**src/rtl/sio_pkg.sv**
```systemverilog
package sio_pkg;
  // register offsets above the buffer window
  localparam int OFS_CTRL = 0;
  localparam int OFS_GO   = 1;
  localparam int OFS_STAT = 2;
  localparam int NUM_REGS = 3;

  typedef struct packed {
    logic err;
    logic done;
    logic busy;
  } stat_t;
endpackage

```
**src/rtl/sio_sync.sv**
```systemverilog
module sio_sync #(
  parameter int   STAGES = 2,
  parameter logic INIT   = 1'b1
) (
  input  logic clk,
  input  logic rst,
  input  logic d,
  output logic q
);
  logic [STAGES-1:0] chain;

  always_ff @(posedge clk) begin
    if (rst) chain <= {STAGES{INIT}};
    else     chain <= {chain[STAGES-2:0], d};
  end

  assign q = chain[STAGES-1];
endmodule

```
**src/rtl/sio_clkgen.sv**
```systemverilog
module sio_clkgen #(
  parameter int HALF = 8,
  localparam int CW = $clog2(2 * HALF)
) (
  input  logic clk,
  input  logic rst,
  input  logic go,
  input  logic stop,
  output logic sck,
  output logic rise_t,
  output logic fall_t
);
  logic [CW-1:0] cnt;
  logic          act;

  assign rise_t = act && (cnt == CW'(HALF - 1));
  assign fall_t = act && (cnt == CW'(2 * HALF - 1));

  always_ff @(posedge clk) begin
    if (rst) begin
      act <= 1'b0;
      cnt <= '0;
      sck <= 1'b1;
    end else if (go) begin
      act <= 1'b1;
      cnt <= '0;
      sck <= 1'b0;
    end else if (stop) begin
      act <= 1'b0;
      cnt <= '0;
      sck <= 1'b1;
    end else if (act) begin
      cnt <= fall_t ? '0 : cnt + 1'b1;
      if (rise_t) sck <= 1'b1;
      if (fall_t) sck <= 1'b0;
    end
  end
endmodule

```
**src/rtl/sio_buf.sv**
```systemverilog
module sio_buf #(
  parameter int DEPTH = 8,
  parameter int DW    = 8,
  localparam int IW   = $clog2(DEPTH)
) (
  input  logic          clk,
  input  logic          we,
  input  logic [IW-1:0] waddr,
  input  logic [DW-1:0] wdata,
  input  logic [IW-1:0] ra,
  output logic [DW-1:0] rda,
  input  logic [IW-1:0] rb,
  output logic [DW-1:0] rdb
);
  logic [DW-1:0] mem [DEPTH];

  always_ff @(posedge clk) begin
    if (we) mem[waddr] <= wdata;
  end

  assign rda = mem[ra];
  assign rdb = mem[rb];
endmodule

```
**src/rtl/sio_burst_port.sv**
```systemverilog
module sio_burst_port
  import sio_pkg::*;
#(
  parameter int DEPTH = 8,
  parameter int DW    = 8,
  parameter int HALF  = 8,
  parameter int SYNC  = 2,
  localparam int IW   = $clog2(DEPTH),
  localparam int AW   = $clog2(DEPTH + NUM_REGS),
  localparam int BW   = $clog2(DW)
) (
  input  logic          clk,
  input  logic          rst,
  input  logic          host_we,
  input  logic [AW-1:0] host_addr,
  input  logic [DW-1:0] host_wdata,
  output logic [DW-1:0] host_rdata,
  input  logic          sck_i,
  output logic          sck_o,
  output logic          sck_oe,
  input  logic          sdi,
  output logic          sdo,
  output logic          sdo_oe,
  input  logic          cs_n
);
  // control and state
  logic [IW-1:0] last_q;
  logic          master_q, cs_on_q;
  logic          busy_q, done_q, err_q;
  logic [IW-1:0] idx_q;
  logic [BW-1:0] bit_q;
  logic [DW-1:0] sh_q;
  logic          sdo_q, sdo_oe_q, sck_oe_q;
  logic [DW-1:0] rdata_q;

  // host decode
  logic hit_buf, a_ctrl, a_go, a_stat;
  assign hit_buf = int'(host_addr) < DEPTH;
  assign a_ctrl  = host_addr == AW'(DEPTH + OFS_CTRL);
  assign a_go    = host_addr == AW'(DEPTH + OFS_GO);
  assign a_stat  = host_addr == AW'(DEPTH + OFS_STAT);

  logic start;
  assign start = host_we && a_go && !busy_q;

  // pin synchronizers for slave operation
  logic sck_q, sck_d, cs_q, cs_d, sdi_q;
  sio_sync #(.STAGES(SYNC), .INIT(1'b1)) u_sync_sck (.clk(clk), .rst(rst), .d(sck_i), .q(sck_q));
  sio_sync #(.STAGES(SYNC), .INIT(1'b1)) u_sync_cs  (.clk(clk), .rst(rst), .d(cs_n),  .q(cs_q));
  sio_sync #(.STAGES(SYNC), .INIT(1'b0)) u_sync_sdi (.clk(clk), .rst(rst), .d(sdi),   .q(sdi_q));

  always_ff @(posedge clk) begin
    if (rst) begin
      sck_d <= 1'b1;
      cs_d  <= 1'b1;
    end else begin
      sck_d <= sck_q;
      cs_d  <= cs_q;
    end
  end

  logic sel_q, cs_rise, s_rise, s_fall, accept;
  assign sel_q   = ~cs_q;
  assign cs_rise = cs_q & ~cs_d;
  assign s_rise  = sck_q & ~sck_d;
  assign s_fall  = ~sck_q & sck_d;
  assign accept  = !cs_on_q || sel_q;

  // master clock generator
  logic m_rise, m_fall, finish;
  sio_clkgen #(.HALF(HALF)) u_clkgen (
    .clk(clk), .rst(rst), .go(start && master_q), .stop(finish),
    .sck(sck_o), .rise_t(m_rise), .fall_t(m_fall)
  );

  // shift events
  logic rise_ev, fall_ev, sdi_v, abort, byte_end;
  logic [DW-1:0] sh_n;
  assign rise_ev  = busy_q && (master_q ? m_rise : (s_rise && accept));
  assign fall_ev  = busy_q && (master_q ? m_fall : (s_fall && accept));
  assign sdi_v    = master_q ? sdi : sdi_q;
  assign sh_n     = {sh_q[DW-2:0], sdi_v};
  assign byte_end = rise_ev && (bit_q == BW'(DW - 1));
  assign finish   = byte_end && (idx_q == last_q);
  assign abort    = busy_q && !master_q && cs_on_q && cs_rise && (bit_q != '0);

  // buffer with one shared write port
  logic          buf_we;
  logic [IW-1:0] buf_wa, buf_rb;
  logic [DW-1:0] buf_wd, buf_rda, buf_rdb;
  assign buf_we = byte_end || (host_we && hit_buf && !busy_q);
  assign buf_wa = byte_end ? idx_q : host_addr[IW-1:0];
  assign buf_wd = byte_end ? sh_n : host_wdata;
  assign buf_rb = busy_q ? idx_q + 1'b1 : '0;

  sio_buf #(.DEPTH(DEPTH), .DW(DW)) u_buf (
    .clk(clk), .we(buf_we), .waddr(buf_wa), .wdata(buf_wd),
    .ra(host_addr[IW-1:0]), .rda(buf_rda), .rb(buf_rb), .rdb(buf_rdb)
  );

  // burst sequencer
  always_ff @(posedge clk) begin
    if (rst) begin
      last_q   <= '0;
      master_q <= 1'b0;
      cs_on_q  <= 1'b0;
      busy_q   <= 1'b0;
      done_q   <= 1'b0;
      err_q    <= 1'b0;
      idx_q    <= '0;
      bit_q    <= '0;
      sh_q     <= '0;
      sdo_q    <= 1'b0;
    end else begin
      if (host_we && a_ctrl && !busy_q) begin
        last_q   <= host_wdata[IW-1:0];
        master_q <= host_wdata[IW];
        cs_on_q  <= host_wdata[IW+1];
      end
      if (start) begin
        busy_q <= 1'b1;
        done_q <= 1'b0;
        err_q  <= 1'b0;
        idx_q  <= '0;
        bit_q  <= '0;
        sh_q   <= buf_rdb;
        sdo_q  <= buf_rdb[DW-1];
      end else if (abort) begin
        busy_q <= 1'b0;
        err_q  <= 1'b1;
        bit_q  <= '0;
      end else begin
        if (rise_ev) begin
          bit_q <= bit_q + 1'b1;
          if (byte_end) begin
            if (finish) begin
              busy_q <= 1'b0;
              done_q <= 1'b1;
            end else begin
              idx_q <= idx_q + 1'b1;
              sh_q  <= buf_rdb;
            end
          end else begin
            sh_q <= sh_n;
          end
        end
        if (fall_ev) sdo_q <= sh_q[DW-1];
      end
    end
  end

  // registered pin enables and read data
  always_ff @(posedge clk) begin
    if (rst) begin
      sdo_oe_q <= 1'b1;
      sck_oe_q <= 1'b0;
      rdata_q  <= '0;
    end else begin
      sdo_oe_q <= master_q || !cs_on_q || sel_q;
      sck_oe_q <= master_q;
      if (hit_buf)     rdata_q <= buf_rda;
      else if (a_ctrl) rdata_q <= DW'({cs_on_q, master_q, last_q});
      else if (a_stat) rdata_q <= DW'(stat_t'{err: err_q, done: done_q, busy: busy_q});
      else             rdata_q <= '0;
    end
  end

  assign host_rdata = rdata_q;
  assign sdo        = sdo_q;
  assign sdo_oe     = sdo_oe_q;
  assign sck_oe     = sck_oe_q;
endmodule

```
**config.mk**
```make
export PLATFORM = sky130hd
export DESIGN_NAME = sio_burst_port
export DESIGN_NICKNAME = d
export VERILOG_FILES = /design/src/rtl/sio_pkg.sv /design/src/rtl/sio_sync.sv /design/src/rtl/sio_clkgen.sv /design/src/rtl/sio_buf.sv /design/src/rtl/sio_burst_port.sv
export SDC_FILE = /design/constraint.sdc
export NUM_CORES = 1
export LEC_CHECK = 0
export BUFFER_PORTS_ARGS = -buffer_cell sky130_fd_sc_hd__buf_2
export CELL_PAD_IN_SITES_DETAIL_PLACEMENT = 1
export CELL_PAD_IN_SITES_GLOBAL_PLACEMENT = 1
export CORE_AREA = 2 2 131 82
export DETAILED_ROUTE_END_ITERATION = 8
export DIE_AREA = 0 0 133 84
export PLACE_DENSITY = 0.83
export REMOVE_ABC_BUFFERS = 1
export SLEW_MARGIN = 10
export SYNTH_ARGS = -nofsm -noshare
export SYNTH_HDL_FRONTEND = slang
export SYNTH_HIERARCHICAL = 1
export SYNTH_SLANG_ARGS = --single-unit
```
**constraint.sdc**
```tcl
create_clock -name clk -period 8.47 [get_ports clk]
set_input_delay 1.2705 -clock clk [delete_from_list [all_inputs] [get_ports clk]]
set_output_delay 1.2705 -clock clk [all_outputs]
set_load 0.02 [all_outputs]
```
==> results.toml <==
[timing]
count_of_final_setup_violators = 0
finalClockSkew_ns = 0.00687
post-route-min-period_ns = 3.54
slew_violations = 0
fin_setup_tns_ns = 0
final_min_period_over_clock_period = 0.417
tightestPinTransition_ns = 1.05
grt_setup_unrepaired = "false"
maximum_clock_frequency_mhz = 283
timing.final.ws_setup_ns = 4.93
slew-limit-headroom = 0.300
final-hold-violation-count = 0

[grt]
global_route_wire_length_before_repair_um = 20700
gr-total-overflow = 0
grt_max_degree = 36
globalRouteTotalUtil = 0.258
first_global_vias = 3489
antenna_found_initial = 0

[floorplanning]
dieHeight_um = 84
chipWidth_um = 133
num_io_pins = 30
fp_rows = 29
placeable_area_mm2 = 0.0101
floorplan.initialDensity = 0.530
fp.dieArea_mm2 = 0.0112

[routing]
detailedRoute.firstIterationViolations = 221
routedWlPerCell_um = 25.1
drc = 0
drt-pass1-iter-count = 5
vias_per_cell = 6.18
via_count = 3307
drt-total-wl_um = 13400
drtAntennaViolNets = 0

[final_layout]
final.fill_count = 966
antenna_cells_inserted = 0
final_util = 0.579
area_delta_synth_final_pct = 9.16
nets = 414
fin_cells = 535
final_layout_size_suffix_gt1_frac = 0.250

[clocking]
tritoncts_num_sinks = 111
cts_buffer_depth = 2
cts-resized-gates = 0
cts_hold_bufs = 0
worst_setup_hold_path_clk_slew_ns = 0.07
tritoncts = "built"
cts-htree-levels = 3
clock_tree.root_cell = "clkbuf_16"
cts_inserted_buffers = 9
post-cts-setup-buffer-count = 0
insertion_delay_ns = 0.36

[worst_hold_path]
worst_hold_path_type = "reg -> reg"
holdPathStages = 1

[worst_setup_path]
reg2regPathDepth = 7
r2r_end = "u_buf/mem[1][4]$_DFFE_PP_"
cp_data_required_time_ns = 8.45
crit_path_start_kind = "flip-flop"
startpoint = "u_clkgen/cnt[0]$_SDFFE_PP0P_"
worst_r2r_startpoint = "u_clkgen/cnt[0]$_SDFFE_PP0P_"
critical_path_peak_fanout = 13
cp-endpoint = "u_buf/mem[1][4]$_DFFE_PP_"
r2r_setup_slack_ns = 4.93
timing_worst_setup_path_type = "reg -> reg"
critical_path.endpoint_type = "flip-flop"
worst-endpoint-arrival_ns = 3.51

[flow_run]
drv_cap = 0

[power_and_ir_drop]
seq_power_share = 0.531
cellLeakagePower_uw = 0.00210
cellPowerDensity_mw_per_mm2 = 187
power.switching_fraction = 0.214
ir_worst_vdd_uv = 141
switchingPower_uw = 235
power.share.combinational = 0.059
cellInternalPower_uw = 863
clock_power_share = 0.410

[logic_synthesis]
synthesis.instances = 372
synthesis.area_mm2 = 0.00537
post_synth.cell_area_avg_um2 = 14.4
synth_edf_count = 64
synth.area.top_cells = "edfxtp_1, dfxtp_1, mux4_1"
ys.flop_type = "edfxtp_1"
yosysSeqAreaShare = 0.533
yosys_register_bits = 111
number_of_warning_messages_in_the_yosys_log = 6
synthArstFlopShare = 0
yosys.area.top_type_share = 0.358
synth_top_area_cell = "edfxtp_1"
synthMostInstantiatedCell = "edfxtp_1"
cell_variety_after_synth = 59
synth.cells.most_frequent = "edfxtp_1, dfxtp_1, nor2_1"

[placement]
globalplace.congestion = 0.834
place_inst = 519
pre_cts_ws_ns = 4.68
hpwlAfterDp_um = 9370
io_buffer_count = 29

[status]
result_of_the_run = "complete, no violations"
routing by layer:
metal	vias to the layer above	GRT usage	share of wire
li1	1465	-	-
met5	-	0	0
met3	13	0.0546	0.058
met4	0	0.0655	0.012
met2	101	0.415	0.47
met1	1728	0.359	0.46
worst max-delay path, stage by stage, from the launching register on:
cell and delay (ns):
dfxtp_1 0.34, ha_1 0.26, and4b_1 0.23, and2_4 0.17
o2111ai_2 0.67, mux2_1 0.48, nand2b_1 0.22, nor2_1 0.77
stage by stage:
stage	hold slack, ns	total power [uW]	area, um^2
global route	0.439	1130	5860
global placement	0.391	654	5530
CTS	0.409	1100	5850
finish	0.405	1100	5860
floorplan	0.383	630	5210
detailed placement	0.392	659	5530
cells in the final DEF, fill, tap and decap left out, drive strengths merged, types with 9 or more instances in the layout:
master,instances
and2,9
edfxtp,64
a21oi,10
clkbuf,10
mux2i,10
dfxtp,47
nor2,35
or2,9
nand2,24
buf,30
nand2b,11
mux2,28
mux4,32
sequential cells by signal, indices dropped and copies added, names as in the netlist, 3 cells and up:
| signal | flops |
|---|---|
| bit_q | 3 |
| host_rdata | 8 |
| idx_q | 3 |
| last_q | 3 |
| sh_q | 8 |
| u_buf/mem | 64 |
| u_clkgen/cnt | 4 |
cell type report:
cell class | instances | area, um^2 | share of cell area
tap | 139 | 174 | 0.0297
multi-input combinational | 234 | 2340 | 0.399
clock buffer | 10 | 229 | 0.0391
clock inverter | 6 | 85.1 | 0.0145
inverter | 5 | 18.8 | 0.00320
sequential | 111 | 2860 | 0.489
timing repair buffer | 30 | 153 | 0.0261
how the worst min path moves through the flow:
stage / from / to
global route: u_sync_sck/chain[0]$_SDFF_PP1_ / u_sync_sck/chain[1]$_SDFF_PP1_
finish: u_sync_sck/chain[0]$_SDFF_PP1_ / u_sync_sck/chain[1]$_SDFF_PP1_
CTS: u_sync_sck/chain[0]$_SDFF_PP1_ / u_sync_sck/chain[1]$_SDFF_PP1_
global placement: u_sync_sck/chain[0]$_SDFF_PP1_ / u_sync_sck/chain[1]$_SDFF_PP1_
floorplan: u_sync_cs/chain[0]$_SDFF_PP1_ / u_sync_cs/chain[1]$_SDFF_PP1_
detailed placement: u_sync_sck/chain[0]$_SDFF_PP1_ / u_sync_sck/chain[1]$_SDFF_PP1_
power by group through the flow:
stage	combinational, uW	sequential [uW]	clock [uW]
2_1_floorplan	34.4	595	0
3_3_place_gp	60.4	594	0
3_5_place_dp	63.9	595	0
4_1_cts	64.5	582	456
5_1_grt	69.3	583	479
6_report	64.8	583	450
logic make-up after synthesis:
family	count (synthesis)	share of synthesized area
adders and majority gates	5	0.0117
AOI/OAI and AO/OA	32	0.0520
xor gates and xnor gates	8	0.0131
and+or+nand+nor	119	0.125
muxes	70	0.232
buffers and inverters	27	0.0331
DFF	111	0.533
Note: power is estimated with default switching activity, not from simulation.
